## src/rtl/db_pkg.sv

```systemverilog
package db_pkg;

  // Bit 1 of the encoding equals the debounced level of the state.
  typedef enum logic [1:0] {
    DB_LOW  = 2'b00,
    DB_RISE = 2'b01,
    DB_HIGH = 2'b11,
    DB_FALL = 2'b10
  } db_state_e;

  function automatic int unsigned db_width(input int unsigned n);
    return (n > 1) ? $clog2(n) : 1;
  endfunction

  function automatic logic db_is_rest(input db_state_e s);
    return (s == DB_LOW) || (s == DB_HIGH);
  endfunction

  function automatic logic db_level_of(input db_state_e s);
    return s[1];
  endfunction

  // True when the synchronised input disagrees with the level a state stands for.
  function automatic logic db_differs(input db_state_e s, input logic in_lvl);
    return in_lvl != db_level_of(s);
  endfunction

endpackage

```

## src/rtl/db_sync.sv

```systemverilog
module db_sync #(
  parameter int unsigned STAGES = 2
) (
  input  logic clk,
  input  logic rst,
  input  logic d,
  output logic q
);
  logic [STAGES-1:0] chain;

  generate
    for (genvar i = 0; i < STAGES; i++) begin : g_stage
      if (i == 0) begin : g_first
        always_ff @(posedge clk) begin
          if (rst) chain[0] <= 1'b0;
          else     chain[0] <= d;
        end
      end else begin : g_next
        always_ff @(posedge clk) begin
          if (rst) chain[i] <= 1'b0;
          else     chain[i] <= chain[i-1];
        end
      end
    end
  endgenerate

  assign q = chain[STAGES-1];
endmodule

```

## src/rtl/db_tick.sv

```systemverilog
module db_tick #(
  parameter int unsigned PRESCALE = 1
) (
  input  logic clk,
  input  logic rst,
  input  logic clr,
  output logic tick
);
  import db_pkg::*;

  localparam int unsigned PW = db_width(PRESCALE);
  localparam logic [PW-1:0] PLAST = PW'(PRESCALE - 1);

  logic [PW-1:0] phase;

  always_ff @(posedge clk) begin
    if (rst || clr)          phase <= '0;
    else if (phase == PLAST) phase <= '0;
    else                     phase <= phase + 1'b1;
  end

  assign tick = (phase == PLAST);
endmodule

```

## src/rtl/db_fsm.sv

```systemverilog
module db_fsm #(
  parameter int unsigned DWELL = 4
) (
  input  logic                          clk,
  input  logic                          rst,
  input  logic                          in_lvl,
  input  logic                          tick,
  output db_pkg::db_state_e             state,
  output logic [db_pkg::db_width(DWELL)-1:0] cnt,
  output logic                          level,
  output logic                          press,
  output logic                          rel,
  output logic                          clr_tick,
  output logic                          abort
);
  import db_pkg::*;

  localparam int unsigned CW = db_width(DWELL);
  localparam logic [CW-1:0] LAST = CW'(DWELL - 1);

  db_state_e     nxt;
  logic [CW-1:0] cnt_n;
  logic          enter_high;
  logic          enter_low;
  logic          dwell_full;

  assign dwell_full = tick && (cnt == LAST);

  always_comb begin
    nxt   = state;
    cnt_n = cnt;
    abort = 1'b0;
    unique case (state)
      DB_LOW: begin
        cnt_n = '0;
        if (in_lvl) nxt = DB_RISE;
      end
      DB_RISE: begin
        if (!in_lvl) begin
          nxt   = DB_LOW;
          cnt_n = '0;
          abort = 1'b1;
        end else if (dwell_full) begin
          nxt   = DB_HIGH;
          cnt_n = '0;
        end else if (tick) begin
          cnt_n = cnt + 1'b1;
        end
      end
      DB_HIGH: begin
        cnt_n = '0;
        if (!in_lvl) nxt = DB_FALL;
      end
      DB_FALL: begin
        if (in_lvl) begin
          nxt   = DB_HIGH;
          cnt_n = '0;
          abort = 1'b1;
        end else if (dwell_full) begin
          nxt   = DB_LOW;
          cnt_n = '0;
        end else if (tick) begin
          cnt_n = cnt + 1'b1;
        end
      end
      default: begin
        nxt   = DB_LOW;
        cnt_n = '0;
      end
    endcase
  end

  assign enter_high = (state == DB_RISE) && (nxt == DB_HIGH);
  assign enter_low  = (state == DB_FALL) && (nxt == DB_LOW);

  always_ff @(posedge clk) begin
    if (rst) begin
      state <= DB_LOW;
      cnt   <= '0;
      press <= 1'b0;
      rel   <= 1'b0;
    end else begin
      state <= nxt;
      cnt   <= cnt_n;
      press <= enter_high;
      rel   <= enter_low;
    end
  end

  assign level    = db_level_of(state);
  assign clr_tick = db_is_rest(state);
endmodule

```

## src/rtl/button_debouncer.sv

```systemverilog
module button_debouncer #(
  parameter int unsigned DWELL_TICKS = 1000,
  parameter int unsigned PRESCALE    = 4000,
  parameter int unsigned SYNC_STAGES = 2
) (
  input  logic clk,
  input  logic rst,
  input  logic btn_raw,
  output logic btn_level,
  output logic btn_press,
  output logic btn_release
);
  import db_pkg::*;

  localparam int unsigned CW = db_width(DWELL_TICKS);

  logic          sync_level;
  logic          tick;
  logic          clr_tick;
  logic          abort_evt;
  db_state_e     fsm_state;
  logic [CW-1:0] dwell_cnt;

  db_sync #(.STAGES(SYNC_STAGES)) u_sync (
    .clk (clk),
    .rst (rst),
    .d   (btn_raw),
    .q   (sync_level)
  );

  db_tick #(.PRESCALE(PRESCALE)) u_tick (
    .clk  (clk),
    .rst  (rst),
    .clr  (clr_tick),
    .tick (tick)
  );

  db_fsm #(.DWELL(DWELL_TICKS)) u_fsm (
    .clk      (clk),
    .rst      (rst),
    .in_lvl   (sync_level),
    .tick     (tick),
    .state    (fsm_state),
    .cnt      (dwell_cnt),
    .level    (btn_level),
    .press    (btn_press),
    .rel      (btn_release),
    .clr_tick (clr_tick),
    .abort    (abort_evt)
  );
endmodule

```

## config.mk

```make
export PLATFORM = sky130hd
export DESIGN_NAME = button_debouncer
export DESIGN_NICKNAME = d
export VERILOG_FILES = /design/src/rtl/db_pkg.sv /design/src/rtl/db_sync.sv /design/src/rtl/db_tick.sv /design/src/rtl/db_fsm.sv /design/src/rtl/button_debouncer.sv
export SDC_FILE = /design/constraint.sdc
export NUM_CORES = 1
export LEC_CHECK = 0
export ABC_AREA = 1
export ABC_CLOCK_PERIOD_IN_PS = 2100
export BUFFER_PORTS_ARGS = -buffer_cell sky130_fd_sc_hd__buf_2
export CORE_MARGIN = 1
export CORE_UTILIZATION = 59
export CTS_CLUSTER_DIAMETER = 60
export CTS_CLUSTER_SIZE = 16
export DETAILED_ROUTE_END_ITERATION = 7
export PLACE_DENSITY = 0.77
export RECOVER_POWER = 25
export SYNTH_ARGS = -nofsm -noshare
export SYNTH_HDL_FRONTEND = slang
export SYNTH_SLANG_ARGS = --single-unit
export TNS_END_PERCENT = 20
```

## constraint.sdc

```tcl
create_clock -name clk -period 2.1 [get_ports clk]
set_clock_uncertainty 0.2 [all_clocks]
set_input_delay 0.21 -clock clk [delete_from_list [all_inputs] [get_ports clk]]
set_output_delay 0.21 -clock clk [all_outputs]
set_load 0.05 [all_outputs]
```

==> impl_metrics.toml, run 1 <==
[finish]
drive_above_1_share_pct = 8.45
fin_nets = 223
antenna_cells_inserted = 0
synthToLayoutAreaGrowth_pct = 10.9
layoutNonFillerInstCount = 241
postLayoutCellArea_sq_um = 1580
final_util_pct = 70.1

[sta]
min_period_over_period_pct = 91.9
rsz0062_at_grt = "no"
final_period_minus_worst_setup_slack_ns = 1.93
setup_viol_count_final = 0
worst_tran_pin_value_ns = 0.592
report.final.hold_viol_count = 0
maxClockFrequency_mhz = 518
hold_slack_ns = 0.219
totalNegativeSetupSlack_ns = 0
slew-limit-headroom_pct = 60.7
finalMaxSlewViolations = 0

[worst_hold_path]
min_from = "u_sync.chain[0]"
hp-class = "register to register"

[synthesis]
synth-seq-area-share_pct = 39.3
postSynthAreaPerCell_sq_um = 7.13
syn-cell-area_sq_um = 1430
synth_edf_count = 0
postSynthCellCount = 200
most_frequently_used_flop_master_after_synthesis = "sky130_fd_sc_hd__dfxtp_1"
synth_fp_nets = 209
ys_async_sr_fraction_pct = 0
ys.warnings.count = 0
synth_cell_type_count = 25
postSynthRegisterBits = 28

[setup_path]
setup.worst_path.end_class = "register"
cpMostUsedCell = "sky130_fd_sc_hd__nand2_1"
critPathBufInv = 1
worst_path_top_cell_family_by_delay = "simple AND/OR/NAND/NOR gates"
crit_path_top_delay_cell = "sky130_fd_sc_hd__dfxtp_1"
worstPathArrival_ns = 1.99
setup.worst_path.start_class = "register"
crit_path_category = "register to register"
critPathMaxFanout = 5
r2r_startpoint = "u_tick.phase[0]"
crit_start = "u_tick.phase[0]"
cells_along_the_critical_path = "ha_1 > nand2_2 > nor2_1 > nand2_1 > nor2_4 > nand2_1 > nand2_1 > nand2_1 > nand3_1 > nand2_1 > inv_1 > nor2_1"
worst_ep_required_time_ns = 2.16
max_stage_delay_ns = 0.39

[drt]
viasPerCell = 5.16
detailedRoute.firstIterationViolations = 29
wl_mm = 2.58
final_antenna_net_count = 0
routed_wire_length_per_instance_microns = 10.7
drt_first_pass_iters = 4
route.vias.total = 1244
route.detailed.drc = 0

[clock_tree]
cts_tree = "yes"
clockRootBuffer = "sky130_fd_sc_hd__clkbuf_4"
h-tree-depth = 1
cts.clk_slew.worst_paths_ns = 0.16
clkLatencyLatePin_ns = 0.34
cts_made_buffers = 3
clock_sink_count = 28
post_cts_resize_count = 0
max-clock-path-buffers = 2

[floorplanning]
rows = 17
dieWidth_microns = 51.2
top_level_ports = 6
effective_utilization_at_floorplan_pct = 63.3
die_footprint_sq_um = 2620
coreArea_sq_um = 2250
die_h_microns = 51.2

[power_and_ir_drop]
netSwitchingFraction_pct = 24.8
cellLeakagePower_nw = 0.614
cellPowerDensity_nw_per_um2 = 663
share_clk_of_total_power_pct = 34.0
power.sequential.fraction_pct = 52.8
net-switching-power_mw = 0.260
cell_internal_pwr_mw = 0.788
power.share.combinational_pct = 13.1
ir_drop_mv = 0.399

[global_routing]
first_pass_grt_wire_length_mm = 4.44
grt_overflow = 0
initial_antenna_violation_count = 0
vias_in_the_first_global_route = 1094
grt_max_degree = 17
groute.usage.overall_pct = 22.6

[run_status]
run_status = "complete, no violations"

[placed_design]
gp_congestion = 0.881
placed_cells_incl_taps = 232
hpwl_mm = 1.87
port_buffers = 5
detailed_place.area_sq_um = 1480

[flow_run]
maxCapViolCount = 0
[kinds of logic after synthesis]
| logic type | synth area share (%) |
|---|---|
| adders and majority gates | 5.26 |
| DFF | 39.3 |
| and+or+nand+nor | 35.4 |
| AOI/OAI and AO/OA | 7.81 |
| xor gates and xnor gates | 4.30 |
| buffers and inverters | 7.89 |
[placed cells by master, fill, tap and decap left out, types with 2 or more instances in the layout]
cell,synthesis,layout
sky130_fd_sc_hd__xnor2_1,3,3
sky130_fd_sc_hd__xor2_1,4,4
sky130_fd_sc_hd__dlygate4sd3_1,0,2
sky130_fd_sc_hd__nor2_1,34,34
sky130_fd_sc_hd__nand4_1,4,4
sky130_fd_sc_hd__nand3b_1,3,3
sky130_fd_sc_hd__nand2_1,38,38
sky130_fd_sc_hd__nor3_1,5,5
sky130_fd_sc_hd__dfxtp_1,28,28
sky130_fd_sc_hd__clkbuf_1,0,4
sky130_fd_sc_hd__a21oi_1,10,10
sky130_fd_sc_hd__buf_4,1,2
sky130_fd_sc_hd__inv_1,28,28
sky130_fd_sc_hd__o21ai_0,5,5
sky130_fd_sc_hd__o21a_1,2,2
sky130_fd_sc_hd__nand2_2,2,2
sky130_fd_sc_hd__ha_1,6,6
sky130_fd_sc_hd__or2_2,2,2
sky130_fd_sc_hd__nand3_1,12,12
sky130_fd_sc_hd__nor4_1,2,2
sky130_fd_sc_hd__nor2_2,3,3
sky130_fd_sc_hd__nor3b_1,2,2
sky130_fd_sc_hd__nand3_2,2,2
sky130_fd_sc_hd__clkbuf_4,0,3
[synthesized netlist by cell type, types with 3 or more instances]
cell type,number,area [sq um]
sky130_fd_sc_hd__nand3b_1,3,22.5
sky130_fd_sc_hd__nor2_2,3,18.8
sky130_fd_sc_hd__nor2_1,34,128
sky130_fd_sc_hd__xnor2_1,3,26.3
sky130_fd_sc_hd__nand2_1,38,143
sky130_fd_sc_hd__a21oi_1,10,50.1
sky130_fd_sc_hd__nand3_1,12,60.1
sky130_fd_sc_hd__ha_1,6,75.1
sky130_fd_sc_hd__nor3_1,5,25.0
sky130_fd_sc_hd__dfxtp_1,28,561
sky130_fd_sc_hd__inv_1,28,105
sky130_fd_sc_hd__xor2_1,4,35.0
sky130_fd_sc_hd__nand4_1,4,25.0
sky130_fd_sc_hd__o21ai_0,5,25.0
[final timing paths]
path / to / slack [ns] / depth (start not counted)
setup reg to reg: u_fsm.rel / 0.17 / 12
hold / removal: u_sync.q / 0.22 / 2
hold reg to reg: u_sync.q / 0.22 / 2
setup / recovery: u_fsm.rel / 0.17 / 12
[repair_timing]
item                                    in CTS  in global routing
endpoints found under the hold margin        3                  0
endpoints found under the setup margin       0                  3
buffers inserted                             0                  3
hold buffers                                 2                  0
[state kept, by name, summed over array words and instances (netlist names)]
name and flops:
u_fsm.press 1, u_fsm.rel 1, u_fsm.state 2, u_fsm.cnt 10, u_tick.phase 12, u_sync.chain 1, u_sync.q 1
[layout make-up]
type	count	area, sq um
fill	186	673
sequential	28	561
clock buffer	3	22.5
timing repair buffer	10	75.1
inverter	28	105
tap	28	35.0
multi-input combinational	143	753
clock inverter	1	30.0
[routing by layer]
metal	wire length (microns)	share of wire (%)	GRT usage, %	up-vias
met5	0	0	0	-
met4	44	1.7	12.0	0
met3	64	2.5	3.27	6
met2	1200	47	36.8	29
met1	1270	49	28.5	551
li1	-	-	-	658
[tightest hold or removal path, stage by stage (launching register included)]
cell	delay, ns
sky130_fd_sc_hd__dfxtp_1	0.33
sky130_fd_sc_hd__inv_1	0.04
sky130_fd_sc_hd__nor2_1	0.03
[stage by stage]
step	setup WS, ns	power (mW)
finish	0.170	1.05
global route	0.0338	1.09
CTS	0.113	1.04
detailed placement	0.137	0.682
global placement	0.237	0.678
floorplan	0.198	0.659
[power by group through the flow]
stage / Combinational, mW / Sequential, mW / Clock, mW
finish: 0.138 / 0.554 / 0.357
CTS: 0.121 / 0.553 / 0.365
global placement: 0.114 / 0.564 / 0
detailed placement: 0.117 / 0.565 / 0
global route: 0.157 / 0.555 / 0.381
floorplan: 0.0778 / 0.581 / 0
Power figures use the tool's default switching activity.
==> run 2, diff against run 1 <==
--- a/config.mk
+++ b/config.mk
@@ -5,15 +5,14 @@
 export SDC_FILE = /design/constraint.sdc
 export NUM_CORES = 1
 export LEC_CHECK = 0
-export ABC_AREA = 1
 export ABC_CLOCK_PERIOD_IN_PS = 2100
 export BUFFER_PORTS_ARGS = -buffer_cell sky130_fd_sc_hd__buf_2
 export CORE_MARGIN = 1
-export CORE_UTILIZATION = 59
+export CORE_UTILIZATION = 60
 export CTS_CLUSTER_DIAMETER = 60
 export CTS_CLUSTER_SIZE = 16
 export DETAILED_ROUTE_END_ITERATION = 7
-export PLACE_DENSITY = 0.77
+export PLACE_DENSITY = 0.78
 export RECOVER_POWER = 25
 export SYNTH_ARGS = -nofsm -noshare
 export SYNTH_HDL_FRONTEND = slang
==> impl_metrics.toml, run 2 <==
[worst_hold_path]
min_from = "u_sync.chain[0]"
hp-class = "register to register"

[power_and_ir_drop]
total_power_mw = 0.892
ir_drop_mv = 0.508
share_clk_of_total_power_pct = 34.7
power.share.combinational_pct = 5.1
cellLeakagePower_nw = 0.636
netSwitchingFraction_pct = 21.3
cellPowerDensity_nw_per_um2 = 518
cell_internal_pwr_mw = 0.702
power.sequential.fraction_pct = 60.2
net-switching-power_mw = 0.190

[sta]
layout_setup_ws_ns = 0.103
rsz0062_at_grt = "yes"
finalMaxSlewViolations = 0
report.final.hold_viol_count = 0
min_period_over_period_pct = 95.1
hold_slack_ns = 0.256
slew-limit-headroom_pct = 77.2
maxClockFrequency_mhz = 501
totalNegativeSetupSlack_ns = 0
worst_tran_pin_value_ns = 0.340
setup_viol_count_final = 0
final_period_minus_worst_setup_slack_ns = 2.00

[global_routing]
grt_overflow = 0
initial_antenna_violation_count = 0
first_pass_grt_wire_length_mm = 4.91
groute.usage.overall_pct = 25.6
vias_in_the_first_global_route = 1095
grt_max_degree = 17

[drt]
route.detailed.drc = 0
drt_first_pass_iters = 4
detailedRoute.firstIterationViolations = 20
route.vias.total = 1164
final_antenna_net_count = 0
wl_mm = 2.95
viasPerCell = 5.60
routed_wire_length_per_instance_microns = 14.2

[setup_path]
max_stage_delay_ns = 0.58
critPathMaxFanout = 7
crit_start = "u_tick.phase[6]"
worst_ep_required_time_ns = 2.15
r2r_startpoint = "u_tick.phase[6]"
crit_path_category = "register to register"
setup.worst_path.end_class = "register"
worstPathArrival_ns = 2.05
crit_path_top_delay_cell = "sky130_fd_sc_hd__or4_4"
setup.worst_path.start_class = "register"
cells_along_the_critical_path = "nand4b_1 > or4_4 > nor4_4 > xnor2_1 > nor2_2"

[synthesis]
postSynthRegisterBits = 28
most_common_cell_in_the_synthesized_netlist = "sky130_fd_sc_hd__dfxtp_1"
ys.warnings.count = 0
ys_async_sr_fraction_pct = 0
synth_cell_type_count = 40
synth_edf_count = 0
synth.largest_area_cell = "sky130_fd_sc_hd__dfxtp_1"
synth_fp_nets = 166
syn-cell-area_sq_um = 1460
postSynthCellCount = 157
postSynthAreaPerCell_sq_um = 9.29
synth_top_cells_by_count = "28 x sky130_fd_sc_hd__dfxtp_1, 25 x sky130_fd_sc_hd__nor2_1, 11 x sky130_fd_sc_hd__nand3_1"
synth_top_cells_by_area = "sky130_fd_sc_hd__dfxtp_1 38%, sky130_fd_sc_hd__nor2_1 6.4%, sky130_fd_sc_hd__xor2_1 6.0%"
synthDominantCellAreaShare_pct = 38.4
synth-seq-area-share_pct = 38.4
most_frequently_used_flop_master_after_synthesis = "sky130_fd_sc_hd__dfxtp_1"

[finish]
largest_reg_flops = 12
fin_nets = 190
top_regs = "u_tick.phase x12, u_fsm.cnt x10, u_fsm.state x2"
synthToLayoutAreaGrowth_pct = 18.0
layout.cells.most_common = "sky130_fd_sc_hd__nor2_1"
antenna_cells_inserted = 0
final_util_pct = 76.4
filler_cell_count = 167
register_ranked_first_by_flip_flop_count = "u_tick.phase"
final_cell_mix = "25 x sky130_fd_sc_hd__nor2_1, 22 x sky130_fd_sc_hd__dfxtp_1, 16 x sky130_fd_sc_hd__buf_4"
drive_above_1_share_pct = 26.1
postLayoutCellArea_sq_um = 1720
layoutNonFillerInstCount = 208

[clock_tree]
clock_sink_count = 28
clockRootBuffer = "sky130_fd_sc_hd__clkbuf_4"
cts_made_buffers = 3
cts.clk_slew.worst_paths_ns = 0.15
clkLatencyLatePin_ns = 0.34
cts_tree = "yes"
h-tree-depth = 1
max-clock-path-buffers = 2

[placed_design]
dpl_worst_slack_ns = 0.0236
gp_congestion = 0.851
detailed_place.area_sq_um = 1620
placed_cells_incl_taps = 200
hpwl_mm = 2.04
port_buffers = 5

[floorplanning]
effective_utilization_at_floorplan_pct = 64.7
die_footprint_sq_um = 2630
rows = 17
die_h_microns = 51.3
coreArea_sq_um = 2250
top_level_ports = 6
dieWidth_microns = 51.3

[flow_run]
maxCapViolCount = 0

[run_status]
run_status = "complete, no violations"
## run 2: critical path, delay by kind of cell, from the launching register on
kind          cells  cell delay, ns
flops             1            0.41
simple gates      4            1.15
xor+xnor          1            0.16
## run 2: area by class of cell
class / count / area [sq um] / area share [%]
timing repair buffer: 25 / 195 / 11.3
multi-input combinational: 119 / 858 / 49.9
inverter: 4 / 15.0 / 0.872
tap: 28 / 35.0 / 2.03
sequential: 28 / 571 / 33.1
clock buffer: 4 / 47.5 / 2.76
## run 2: power groups by stage
stage / Combinational (mW) / Sequential, mW / Clock [mW]
floorplan: 0.0270 / 0.547 / 0
global placement: 0.0391 / 0.548 / 0
detailed placement: 0.0397 / 0.548 / 0
CTS: 0.0441 / 0.537 / 0.314
global route: 0.0498 / 0.537 / 0.338
finish: 0.0452 / 0.537 / 0.310
## run 2: what timing repair did
action                                  in CTS  in global routing
setup buffers                                1                  0
gates resized for setup                      2                  7
endpoints found under the setup margin      12                 13
hold buffers                                 3                  0
endpoints found under the hold margin        4                  0
pin swaps                                    2                  2
## run 2: kinds of logic after synthesis
| family | Yosys count | share of synthesized area (%) |
|---|---|---|
| simple gates | 81 | 32.9 |
| buf+inv | 10 | 3.86 |
| flops | 28 | 38.4 |
| fa+ha+maj | 6 | 5.15 |
| xor+xnor | 19 | 11.4 |
| compound gates | 13 | 8.23 |
## run 2: path summary, 6_finish.rpt
path | slack, ns | end | cells after the start
worst max-delay path | 0.10 | u_fsm.cnt[9] | 5
worst min-delay path | 0.26 | u_sync.q | 1
worst max register to register | 0.10 | u_fsm.cnt[9] | 5
worst min register to register | 0.26 | u_sync.q | 1
## run 2: routing by layer
metal / routed length (microns) / up-vias / global-route usage, % / share of wire [%]
li1: - / 589 / - / -
met1: 1350 / 557 / 30.6 / 46
met2: 1500 / 13 / 43.6 / 51
met3: 57 / 5 / 4.46 / 1.9
met4: 47 / 0 / 13.1 / 1.6
met5: 0 / - / 0 / 0
